===== config.mk =====
export PLATFORM = sky130hd
export DESIGN_NAME = cks_judge
export DESIGN_NICKNAME = d
export VERILOG_FILES = /design/src/rtl/cks_pkg.sv /design/src/rtl/cks_judge.sv
export SDC_FILE = /design/constraint.sdc
export NUM_CORES = 1
export LEC_CHECK = 0
export ABC_AREA = 1
export BUFFER_PORTS_ARGS = -buffer_cell sky130_fd_sc_hd__buf_2
export CORE_MARGIN = 2
export CORE_UTILIZATION = 36
export CTS_CLUSTER_DIAMETER = 100
export CTS_CLUSTER_SIZE = 25
export DETAILED_ROUTE_END_ITERATION = 7
export MAX_ROUTING_LAYER = met4
export PLACE_DENSITY = 0.83
export SLEW_MARGIN = 10
export SYNTH_ARGS = -nofsm -noshare
export SYNTH_HDL_FRONTEND = slang
export SYNTH_SLANG_ARGS = --single-unit

===== constraint.sdc =====
create_clock -name clk -period 1.98 [get_ports clk]
set_clock_uncertainty 0.2 [all_clocks]
set_input_delay 0.198 -clock clk [delete_from_list [all_inputs] [get_ports clk]]
set_output_delay 0.198 -clock clk [all_outputs]
set_load 0.05 [all_outputs]

===== src/rtl/cks_pkg.sv =====
package cks_pkg;
  // What the accumulator does with the word transferred this cycle
  typedef enum logic [1:0] {
    W_NONE  = 2'd0,
    W_ADD   = 2'd1,
    W_FINAL = 2'd2
  } word_kind_e;
endpackage


===== src/rtl/cks_judge.sv =====
module cks_judge
  import cks_pkg::*;
#(
  parameter int DATA_W = 16,
  parameter int ACC_W  = 32
) (
  input  logic              clk,
  input  logic              rst_n,
  input  word_kind_e        kind,
  input  logic [DATA_W-1:0] data,
  input  logic [ACC_W-1:0]  acc,
  output logic              res_valid,
  output logic              res_pass
);
  logic sum_nonzero;
  logic low_match;
  logic verdict;

  assign sum_nonzero = |acc;
  assign low_match   = (acc[DATA_W-1:0] == data);
  assign verdict     = sum_nonzero && low_match;

  always_ff @(posedge clk) begin
    if (!rst_n) begin
      res_valid <= 1'b0;
      res_pass  <= 1'b0;
    end else begin
      res_valid <= (kind == W_FINAL);
      res_pass  <= (kind == W_FINAL) && verdict;
    end
  end

  // a reported pass never comes from an all-zero sum
  a_r4_zero_never_passes: assert property (@(posedge clk) disable iff (!rst_n)
    (res_valid && res_pass) |-> ($past(acc) != '0));

  // pass is only raised together with the strobe
  a_r6_pass_qualified: assert property (@(posedge clk) disable iff (!rst_n)
    res_pass |-> res_valid);
endmodule


==> summary.md, run 1 <==
| Metric | Value |
|---|---|
| Antenna cell count | `0` |
| P_sw | `77.8 uW` |
| WP data required | `1.94 ns` |
| Initial Util | `38.1%` |
| Most frequent cells in the layout | `53 x buf_2, 37 x nand2_1, 24 x inv_1, 20 x nor2_1, 7 x xnor2_1` |
| Total core area | `0.00130 sq mm` |
| Fin crit period | `1.36 ns` |
| Sequential fraction of the synthesis area | `8.08%` |
| Cell Chain, Critical Path | `dlygate4sd3_1 > buf_2 > nor2_4 > nand3_2 > nor2_1 > nand3_1 > nor2_2` |
| Height of the die | `41.1 um` |
| YS warnings | `0` |
| DR iter-0 viols | `5` |
| Top Ports | `54` |
| Clock transition at path regs | `0.03 ns` |
| Yosys top cell by area | `nand2_1` |
| Worst-path fanout max | `2` |
| Top cells by area, synth | `nand2_1 28%, inv_1 18%, nor2_1 15%` |
| WS Path Type | `in2reg` |
| Hold WS | `0.0304 ns` |
| Period utilization | `68.9%` |
| Final std cells w/o fill | `176` |
| First-pass GRT wire length | `2.11 mm` |
| Cell leakage power | `0.529 nW` |
| Worst Tran Pin Value | `0.254 ns` |
| Peak supply drop | `0.189 mV` |
| Rows | `13` |
| Top Metal Used | `met3` |
| Final setup TNS | `0 ns` |
| Logic pwr share | `48.8%` |
| Max-slew violation total from the final report | `0` |
| Setup violations, final | `0` |
| Register area | `40.0 sq um` |
| Post-synth cell types | `17` |
| Routability cong. | `0.753` |
| Via count of the first global-routing pass | `640` |
| Die area | `0.00169 sq mm` |
| Fmax | `0.733 GHz` |
| Final #Nets | `215` |
| Status | `completed` |
| Placed cells | `172` |
| M1 WL | `484 um` |
| Register bit total from synthesis | `2` |
| Post-synthesis cell area | `495 sq um` |
| RSZ-0062 raised after global routing | `false` |
| Antenna Nets Post-Route | `0` |
| Htree depth | `1` |
| CP endpoint kind | `flop` |
| Layout cells sized above 1 | `38.5%` |
| CTS tree | `built` |
| Max-cap violation count | `0` |
| Startpoint Class | `input pin` |
| Most common cell after layout, fill and taps aside | `buf_2` |
| Worst hold-check path type | `in2reg` |
| DRT Wirelength | `1.31 mm` |
| Critical Path Slowest Stage Cell | `dlygate4sd3_1` |
| Syn Inst Count | `104` |
| Syn_area_per_cell | `4.76 sq um` |
| Max stage delay on crit path | `0.53 ns` |
| GRT Overall Usage | `19.2%` |
| Congestion Overflow GR | `0` |
| Largest net degree at the start of global routing | `4` |
| Setup crit end | `res_pass$_SDFF_PN0_` |
| Area occupied by multi-input gates | `358 sq um` |
| Routed wl met2 | `719 um` |
| Hold Startpoint | `kind[1]` |
| Max Root-Sink Buffers | `2` |
| Crit path arrival time | `1.32 ns` |
| TritonCTS Buffers | `3` |
| Clk network pwr share | `34.7%` |
| Internal power | `174 uW` |
| Syn_nets | `156` |
| Port buffer count | `53` |
| Switching power share of the total | `30.8%` |
| DRT Pass-1 Iters | `3` |
| Share of power burned in registers | `16.5%` |
| Routed vias | `726` |
| Area grow syn2layout | `63.9%` |
| Root buffer cell | `clkbuf_4` |
| Vias/cell | `4.13` |
| Max_slew headroom | `83.2%` |
| Share of the synthesized area in the top cell type | `28.0%` |
| # Post-CTS Setup Buffers | `0` |
| Power Dens Cells | `311 mW/mm^2` |
| Routed met3 length | `109 um` |
| Wirelength per Cell | `7.45 um` |
| Setup crit start | `kind[0]` |
| Die X | `41.1 um` |
| DP HPWL | `1.23 mm` |
| DRC | `0` |
| Fillers | `144` |
| Antenna violations before repair | `0` |
| Final Hold Viols | `0` |
| Sink Count | `2` |
==> per-stage QoR <==
stage	utilization (%)	area (sq um)	power (mW)	setup slack (ns)
3_5_place_dp	59.9	779	0.165	0.807
5_1_grt	62.4	812	0.281	0.525
3_3_place_gp	59.9	779	0.161	0.810
2_1_floorplan	-	495	0.0987	0.995
6_report	62.4	812	0.252	0.616
4_1_cts	62.4	812	0.259	0.619
==> synth_stat cells (all sizes together) <==
cell type	number
nor2	22
nand2	38
or2	1
o21ai	1
nand4	1
xor2	1
dfxtp	2
inv	26
nand3	3
and2	2
xnor2	7
==> critical path, delay by kind of cell <==
family                 cells  cell delay, ns
AND/OR/NAND/NOR            5            0.46
buffers and inverters      2            0.66
==> final cells by class <==
cell class              count  area share (%)
repair buffers             54            33.9
multi-input cells          76            44.1
well taps                  15            2.31
clock buffers               3            2.77
inverters                  26            12.0
flip-flops and latches      2            4.93
==> cell families after synthesis <==
kind of cell    share of synthesized area [%]
buf+inv                                  19.7
xor+xnor                                 14.1
flops                                    8.08
simple gates                             57.1
compound gates                           1.01
==> power by group through the flow <==
stage / clock network [mW] / registers, mW / logic, mW
after floorplan: 0 / 0.0450 / 0.0536
after global placement: 0 / 0.0421 / 0.119
after detailed placement: 0 / 0.0421 / 0.123
after CTS: 0.0921 / 0.0416 / 0.125
after global routing: 0.0966 / 0.0417 / 0.143
final: 0.0876 / 0.0416 / 0.123
==> state kept, by name, indices dropped and copies added (netlist names) <==
register / flops
res_valid: 1
res_pass: 1
==> how the worst min path moves through the flow <==
stage | depth (start not counted) | slack, ns | end
global placement | 2 | 0.19 | res_valid$_SDFF_PN0_
detailed placement | 2 | 0.19 | res_valid$_SDFF_PN0_
floorplan | 1 | 0.07 | res_valid$_SDFF_PN0_
finish | 3 | 0.03 | res_valid$_SDFF_PN0_
CTS | 3 | 0.02 | res_valid$_SDFF_PN0_
global route | 3 | 0.04 | res_valid$_SDFF_PN0_
==> what timing repair did <==
item                                    in CTS  in global routing
hold endpoints to repair                     1                  0
endpoints found under the setup margin       0                  0
resized for setup                            0                  0
hold buffers                                 1                  0
==> per-layer routing <==
layer	vias up	global-route usage, %
met5	-	-
li1	408	-
met2	27	41.0
met4	0	3.23
met3	0	4.89
met1	291	16.2
Note: power is estimated with default switching activity, not from simulation.
==> run 2, diff against run 1 <==
CORE_UTILIZATION = 33   (was 36)
PLACE_DENSITY = 0.77   (was 0.83)
clock period = 1.27 ns   (was 1.98 ns; I/O delays follow)
==> summary.md, run 2 (same netlist as run 1, synthesis figures left out) <==
| Metric | Value |
|---|---|
| Critical Path Slowest Stage Cell | `dfxtp_1` |
| WP data required | `0.94 ns` |
| Die X | `42.8 um` |
| Setup ws final | `0.176 ns` |
| Layout cells sized above 1 | `38.5%` |
| Wirelength per Cell | `7.28 um` |
| Largest delay contributor family on the critical path | `flip-flops` |
| Fillers | `159` |
| Htree depth | `1` |
| Cell leakage power | `0.531 nW` |
| First-pass GRT wire length | `2.16 mm` |
| DRC | `0` |
| Max stage delay on crit path | `0.29 ns` |
| Antenna violations before repair | `0` |
| Max-cap violation count | `0` |
| Die area | `0.00183 sq mm` |
| Hold Startpoint | `data[10]` |
| Most frequent cells in the layout | `53 x buf_2, 37 x nand2_1, 24 x inv_1, 20 x nor2_1, 7 x xnor2_1` |
| Status | `completed` |
| WHS Endpoint | `res_pass$_SDFF_PN0_` |
| Root buffer cell | `clkbuf_4` |
| RSZ-0062 raised after global routing | `false` |
| CTS tree | `built` |
| Max_slew headroom | `83.6%` |
| Area occupied by multi-input gates | `358 sq um` |
| Most common cell after layout, fill and taps aside | `buf_2` |
| Hold WS | `0.0823 ns` |
| Peak supply drop | `0.237 mV` |
| Design Power | `400 uW` |
| Worst-path fanout max | `1` |
| Crit path arrival time | `0.77 ns` |
| DP HPWL | `1.18 mm` |
| Top Registers | `res_pass: 1 flops, res_valid: 1 flops` |
| WS Path Type | `reg2out` |
| Placed cells | `172` |
| Port buffer count | `53` |
| Final setup TNS | `0 ns` |
| Vias/cell | `4.18` |
| CP Depth | `1` |
| GRT Overall Usage | `15.3%` |
| Final Hold Viols | `0` |
| TritonCTS Buffers | `3` |
| Fin crit period | `1.09 ns` |
| Routability cong. | `0.681` |
| Final std cells w/o fill | `176` |
| Period utilization | `86.1%` |
| Initial Util | `36.7%` |
| Worst hold-check path type | `in2reg` |
| Rows | `13` |
| Pre-CTS WS | `0.151 ns` |
| Worst hold path stage count | `6` |
| Largest net degree at the start of global routing | `4` |
| Final #Nets | `215` |
| Startpoint Class | `flop` |
| Via count of the first global-routing pass | `654` |
| Total core area | `0.00135 sq mm` |
| Routed vias | `736` |
| Setup violations, final | `0` |
| Antenna Nets Post-Route | `0` |
| Buf/Inv on CP | `1` |
| DR iter-0 viols | `3` |
| Cell Chain, Critical Path | `buf_2` |
| Antenna cell count | `0` |
| Congestion Overflow GR | `0` |
| Fmax | `0.914 GHz` |
| Sink Count | `2` |
| DRT Wirelength | `1.28 mm` |
| Max Root-Sink Buffers | `2` |
| CP endpoint kind | `output port` |
| DRT Pass-1 Iters | `3` |
| Max-slew violation total from the final report | `0` |
| Power Dens Cells | `492 mW/mm^2` |
| Top Ports | `54` |
| Clock transition at path regs | `0.03 ns` |
| Register area | `40.0 sq um` |
| Area grow syn2layout | `63.9%` |
| Height of the die | `42.8 um` |
| Worst Tran Pin Value | `0.248 ns` |
## run 2: cell counts in the layout (fill, tap and decap cells not counted)
Identical to the previous run, type by type.
## run 2: worst max path at each step
stage,from,to
floorplan,res_pass$_SDFF_PN0_,res_pass
global placement,acc[12],res_pass$_SDFF_PN0_
detailed placement,acc[12],res_pass$_SDFF_PN0_
CTS,res_valid$_SDFF_PN0_,res_valid
global route,res_pass$_SDFF_PN0_,res_pass
finish,res_valid$_SDFF_PN0_,res_valid
## run 2: what timing repair did
item                                   CTS  global route
resized for setup                        0             0
endpoints found under the hold margin    1             0
setup buffers                            0             0
hold buffers                             1             0
## run 2: cell type report
| class | count | share of cell area (%) |
|---|---|---|
| sequential | 2 | 4.93 |
| multi-input combinational | 76 | 44.1 |
| timing repair buffer | 54 | 33.9 |
| clock buffer | 3 | 2.77 |
| tap | 15 | 2.31 |
| inverter | 26 | 12.0 |
## run 2: where the power goes
part / internal, mW / switching (mW) / leakage (nW) / total, mW
clock network: 0.105 / 0.0404 / 0.0138 / 0.145
registers: 0.0646 / 0.000194 / 0.0163 / 0.0648
logic: 0.103 / 0.0870 / 0.501 / 0.190
total: 0.272 / 0.128 / 0.531 / 0.400
## run 2: per-stage QoR
stage / util [%] / area, sq um
CTS: 60.1 / 812
finish: 60.1 / 812
detailed placement: 57.7 / 779
global route: 60.1 / 812
floorplan: - / 495
global placement: 57.7 / 779
## run 2: layer usage
metal / vias up / share of wire, % / track usage, %
met4: 0 / 1.5 / 6.88
met1: 294 / 38 / 14.6
met2: 30 / 51 / 28.5
met3: 4 / 9.1 / 3.83
met5: - / 0 / -
li1: 408 / - / -
